<file path="config.mk">
export PLATFORM = sky130hd
export DESIGN_NAME = bank_decoder
export DESIGN_NICKNAME = d
export VERILOG_FILES = /design/src/rtl/bank_decoder_pkg.sv /design/src/rtl/bank_seg_classify.sv /design/src/rtl/bank_target_route.sv /design/src/rtl/bank_addr_fold.sv /design/src/rtl/bank_decoder.sv
export SDC_FILE = /design/constraint.sdc
export NUM_CORES = 1
export LEC_CHECK = 0
export ABC_CLOCK_PERIOD_IN_PS = 1570
export BUFFER_PORTS_ARGS = -buffer_cell sky130_fd_sc_hd__buf_2
export CAP_MARGIN = 20
export CORE_MARGIN = 2
export CORE_UTILIZATION = 35
export DETAILED_ROUTE_END_ITERATION = 10
export PLACE_DENSITY = 0.78
export SLEW_MARGIN = 20
export SYNTH_ARGS = -nofsm -noshare
export SYNTH_HDL_FRONTEND = slang
export SYNTH_SLANG_ARGS = --single-unit
</file>
<file path="constraint.sdc">
create_clock -name clk -period 1.57 [get_ports clk]
set_input_delay 0.157 -clock clk [delete_from_list [all_inputs] [get_ports clk]]
set_output_delay 0.157 -clock clk [all_outputs]
set_load 0.02 [all_outputs]
</file>
<file path="src/rtl/bank_decoder_pkg.sv">
package bank_decoder_pkg;
  localparam int TGT_N    = 5;
  localparam int TGT_MAIN = 0;
  localparam int TGT_AUX  = 1;
  localparam int TGT_ROM  = 2;
  localparam int TGT_IO   = 3;
  localparam int TGT_NONE = 4;

  typedef enum logic [3:0] {
    SEG_ZP, SEG_GEN, SEG_TXT, SEG_HIRES, SEG_IO,
    SEG_SLOT, SEG_C3, SEG_LCD, SEG_LCE
  } seg_e;

  typedef struct packed {
    logic alt_zp;
    logic aux_rd;
    logic aux_wr;
    logic store80;
    logic page2;
    logic text_mode;
    logic slot_rom_int;
    logic slot3_card;
    logic lc_ram_rd;
    logic lc_wr_inh;
  } mode_t;
endpackage

</file>
<file path="src/rtl/bank_seg_classify.sv">
module bank_seg_classify
  import bank_decoder_pkg::*;
#(
  parameter int ADDR_W = 16
) (
  input  logic [ADDR_W-1:0] addr,
  output seg_e              seg
);
  localparam int PG_W = 8;
  logic [PG_W-1:0] pg;
  assign pg = addr[ADDR_W-1 -: PG_W];

  always_comb begin
    if (pg < 8'h02)       seg = SEG_ZP;
    else if (pg < 8'h04)  seg = SEG_GEN;
    else if (pg < 8'h08)  seg = SEG_TXT;
    else if (pg < 8'h10)  seg = SEG_GEN;
    else if (pg < 8'h20)  seg = SEG_HIRES;
    else if (pg < 8'hC0)  seg = SEG_GEN;
    else if (pg == 8'hC0) seg = SEG_IO;
    else if (pg == 8'hC3) seg = SEG_C3;
    else if (pg < 8'hD0)  seg = SEG_SLOT;
    else if (pg < 8'hE0)  seg = SEG_LCD;
    else                  seg = SEG_LCE;
  end
endmodule

</file>
<file path="src/rtl/bank_target_route.sv">
module bank_target_route
  import bank_decoder_pkg::*;
(
  input  seg_e             seg,
  input  logic             wr,
  input  mode_t            mode,
  output logic [TGT_N-1:0] tgt
);
  logic aux_dir;
  logic lc_ram;

  assign aux_dir = wr ? mode.aux_wr : mode.aux_rd;
  assign lc_ram  = wr ? !mode.lc_wr_inh : mode.lc_ram_rd;

  always_comb begin
    tgt = '0;
    unique case (seg)
      SEG_ZP:    tgt[mode.alt_zp ? TGT_AUX : TGT_MAIN] = 1'b1;
      SEG_GEN:   tgt[aux_dir ? TGT_AUX : TGT_MAIN] = 1'b1;
      SEG_TXT:
        if (mode.store80) tgt[mode.page2 ? TGT_AUX : TGT_MAIN] = 1'b1;
        else              tgt[aux_dir ? TGT_AUX : TGT_MAIN] = 1'b1;
      SEG_HIRES:
        if (mode.store80)
          tgt[(mode.page2 && !mode.text_mode) ? TGT_AUX : TGT_MAIN] = 1'b1;
        else
          tgt[aux_dir ? TGT_AUX : TGT_MAIN] = 1'b1;
      SEG_IO:    tgt[TGT_IO] = 1'b1;
      SEG_SLOT:  tgt[mode.slot_rom_int ? TGT_ROM : TGT_NONE] = 1'b1;
      SEG_C3:
        tgt[(mode.slot_rom_int || !mode.slot3_card) ? TGT_ROM : TGT_NONE] = 1'b1;
      SEG_LCD, SEG_LCE:
        if (lc_ram)  tgt[mode.alt_zp ? TGT_AUX : TGT_MAIN] = 1'b1;
        else if (wr) tgt[TGT_NONE] = 1'b1;
        else         tgt[TGT_ROM] = 1'b1;
      default:   tgt[TGT_NONE] = 1'b1;
    endcase
  end
endmodule

</file>
<file path="src/rtl/bank_addr_fold.sv">
module bank_addr_fold
  import bank_decoder_pkg::*;
#(
  parameter int ADDR_W    = 16,
  parameter int BANK_LOG2 = 12
) (
  input  logic [ADDR_W-1:0] addr,
  input  seg_e              seg,
  input  logic              bank2,
  output logic [ADDR_W-1:0] ram_addr
);
  localparam logic [ADDR_W-1:0] FOLD_MASK = ~(ADDR_W'(1) << BANK_LOG2);

  always_comb begin
    if (seg == SEG_LCD && !bank2) ram_addr = addr & FOLD_MASK;
    else                          ram_addr = addr;
  end
endmodule

</file>
<file path="src/rtl/bank_decoder.sv">
module bank_decoder
  import bank_decoder_pkg::*;
#(
  parameter int ADDR_W    = 16,
  parameter int BANK_LOG2 = 12
) (
  input  logic              clk,
  input  logic              rst,
  input  logic [ADDR_W-1:0] addr,
  input  logic              wr,
  input  logic              alt_zp,
  input  logic              aux_rd,
  input  logic              aux_wr,
  input  logic              store80,
  input  logic              page2,
  input  logic              text_mode,
  input  logic              slot_rom_int,
  input  logic              slot3_card,
  input  logic              lc_ram_rd,
  input  logic              lc_wr_inh,
  input  logic              lc_bank2,
  output logic [TGT_N-1:0]  tgt_sel,
  output logic [ADDR_W-1:0] ram_addr
);
  seg_e              seg;
  mode_t             mode;
  logic [TGT_N-1:0]  tgt_d;
  logic [ADDR_W-1:0] ram_d;

  assign mode = '{alt_zp: alt_zp, aux_rd: aux_rd, aux_wr: aux_wr,
                  store80: store80, page2: page2, text_mode: text_mode,
                  slot_rom_int: slot_rom_int, slot3_card: slot3_card,
                  lc_ram_rd: lc_ram_rd, lc_wr_inh: lc_wr_inh};

  bank_seg_classify #(.ADDR_W(ADDR_W)) u_cls (.addr(addr), .seg(seg));

  bank_target_route u_route (.seg(seg), .wr(wr), .mode(mode), .tgt(tgt_d));

  bank_addr_fold #(.ADDR_W(ADDR_W), .BANK_LOG2(BANK_LOG2)) u_fold (
    .addr(addr), .seg(seg), .bank2(lc_bank2), .ram_addr(ram_d)
  );

  always_ff @(posedge clk) begin
    if (rst) begin
      tgt_sel  <= TGT_N'(1) << TGT_NONE;
      ram_addr <= '0;
    end else begin
      tgt_sel  <= tgt_d;
      ram_addr <= ram_d;
    end
  end
endmodule

</file>
==> flow_metrics.tcl <==
set metrics [dict create \
    overflow 0 \
    detail_route.vias_per_cell 4.87 \
    fin_nets 182 \
    start_util_pct 36.2 \
    startpoint "addr[13]" \
    area.sequential_um2 420 \
    rsz0062_at_grt "no" \
    worstPathMaxFanout 3 \
    status "finished clean" \
    htreeDepth 1 \
    clock-root-buffer "clkbuf_4" \
    grt_first_pass_wirelength_mm 3.22 \
    fin_crit_ns 1.38 \
    routed_wl_mm 2.04 \
    die-height_um 53.9 \
    num_vias 882 \
    synth_cells 88 \
    p_switching_mw 0.270 \
    gp_congestion 0.942 \
    intPower_mw 0.757 \
    synth_top_cell_area_share_pct 48.2 \
    critPathCaptureType "flop" \
    powerDensity_nw_per_um2 814 \
    use_met2_pct 27.4 \
    synth_seq_cells 21 \
    tightest_slew_ns 0.508 \
    maxSlewHeadroom_pct 65.8 \
    clockBufferDepth 2 \
    io_buffers 50 \
    final_antenna_net_count 0 \
    criticalPathCategory "input port to flop" \
    layout-drive-gt1-share_pct 47.7 \
    holdBufCountCts 0 \
    grt_pass1_vias 831 \
    grt_use_met3_pct 2.50 \
    drtIter0Drc 12 \
    postSynthNetCount 118 \
    wl_per_cell_um 11.3 \
    whs_path_depth 2 \
    drc_errors 0 \
    vdd_drop_max_mv 0.594 \
    globalRouteTotalUtil_pct 15.4 \
    grt_max_degree 14 \
    avgSynthCellArea_um2 9.91 \
    layout_commonest_cell "buf_2" \
    synth_area_leader_cell "dfxtp_1" \
    multiInputGateArea_um2 433 \
    die_w_um 53.9 \
    finalMaxSlewViolations 0 \
    critical_path.endpoint "tgt_sel[0]" \
    stdcell_count 181 \
    fmax_ghz 0.723 \
    postCtsSetupRepairBufs 0 \
    cts_tree "built" \
    clock_sink_count 21 \
    synth.distinct_cells 36 \
    period_share_pct 88.1 \
    synth_area_um2 872 \
    io_pins 51 \
    dr.pass1.iters 4 \
    dp_cells 177 \
    core_um2 2410 \
    hold_path_class "input port to flop" \
    synthFlopType "dfxtp_1" \
    clockPowerShare_pct 24.2 \
    antenna_found_initial 0 \
    row_count 18 \
    area_growth_syn_to_layout_pct 44.6 \
    p_leak_nw 0.610 \
    hold_viol 0 \
    busiest_layer "met2" \
    power.share.switching_pct 26.2 \
    p_seq_share_pct 55.2 \
    async_flop_share_pct 0 \
    start_kind "input port" \
    crit_arrival_ns 1.58 \
    fillers 231 \
    mostFrequentLayoutCells "50 x buf_2, 21 x dfxtp_1, 16 x nor2b_1" \
    synth-edff-count 0 \
    setup_viol 0 \
    dp_hpwl_mm 1.75 \
    ctsResizeCount 0 \
    cts_buffers 3 \
    synth-seq-area-share_pct 48.2 \
    ys_warn_count 0 \
    clk_pin_slew_ns 0.10 \
    pwr-share-comb_pct 20.7 \
    critPathRequiredTime_ns 1.76 \
    synth_area_leaders "dfxtp_1 48%, nor2b_1 11%, a21oi_1 2.3%" \
    totalPowerFinal_mw 1.03 \
    met1_usage_pct 16.6 \
    dieArea_um2 2910 \
    n_antenna_cell 0 \
    maxCapViolations 0 \
]
Yosys cell counts (2+ instances only):
cell / n
nand2_1: 4
and2b_2: 2
a21oi_1: 4
inv_1: 3
nor3_1: 2
dfxtp_1: 21
nor2_1: 5
nand2b_1: 2
nor2b_1: 16
a221o_1: 2
clkbuf_1: 2
kinds of logic after synthesis:
kind of cell	after synthesis	synth area share, %
AO/OA/AOI/OAI	17	14.8
XOR/XNOR	1	1.00
buffers and inverters	5	2.15
flip-flops	21	48.2
multiplexers	2	2.44
AND/OR/NAND/NOR	42	31.4
registers in the layout, summed over array words and instances (netlist names):
signal and flops:
tgt_sel 5, ram_addr 16
power by group through the flow:
stage,clock (mW),sequential (mW),combinational (mW)
after floorplan,0,0.617,0.0644
after global placement,0,0.579,0.207
after detailed placement,0,0.580,0.214
after CTS,0.261,0.567,0.214
after global routing,0.283,0.570,0.233
final,0.248,0.566,0.212
per-layer routing:
metal	share of wire, %	vias up
met4	2.3	0
met5	0	-
met2	50	42
met3	8.1	4
li1	-	440
met1	40	396
cell type report:
| cell class | count | share of cell area (%) |
|---|---|---|
| clock buffers | 4 | 2.08 |
| repair buffers | 61 | 26.4 |
| flip-flops and latches | 21 | 33.3 |
| inverters | 3 | 0.893 |
| multi-input cells | 62 | 34.3 |
| well taps | 30 | 2.98 |
critical path: stages:
cell and delay [ns]:
buf_2 0.12, or4_4 0.54, o311ai_2 0.26, o31ai_1 0.13, a221o_1 0.36
worst min-delay path by stage:
stage / startpoint / endpoint / slack (ns)
floorplan: slot_rom_int / tgt_sel[4] / 0.25
global placement: addr[6] / ram_addr[6] / 0.36
detailed placement: addr[5] / ram_addr[5] / 0.37
CTS: slot_rom_int / tgt_sel[4] / 0.05
global route: slot_rom_int / tgt_sel[4] / 0.05
finish: addr[5] / ram_addr[5] / 0.06
stage by stage:
stage	instance area (um^2)	setup WS [ns]	utilization (%)	hold WS, ns	setup TNS, ns
4_1_cts	1260	0.200	52.3	0.0480	0
2_1_floorplan	872	0.0587	-	0.255	0
3_3_place_gp	1230	-0.0986	51.2	0.365	-0.197
3_5_place_dp	1230	-0.133	51.2	0.373	-0.257
5_1_grt	1260	0.106	52.3	0.0499	0
6_report	1260	0.188	52.3	0.0605	0
(Power assumes the default switching activity.)
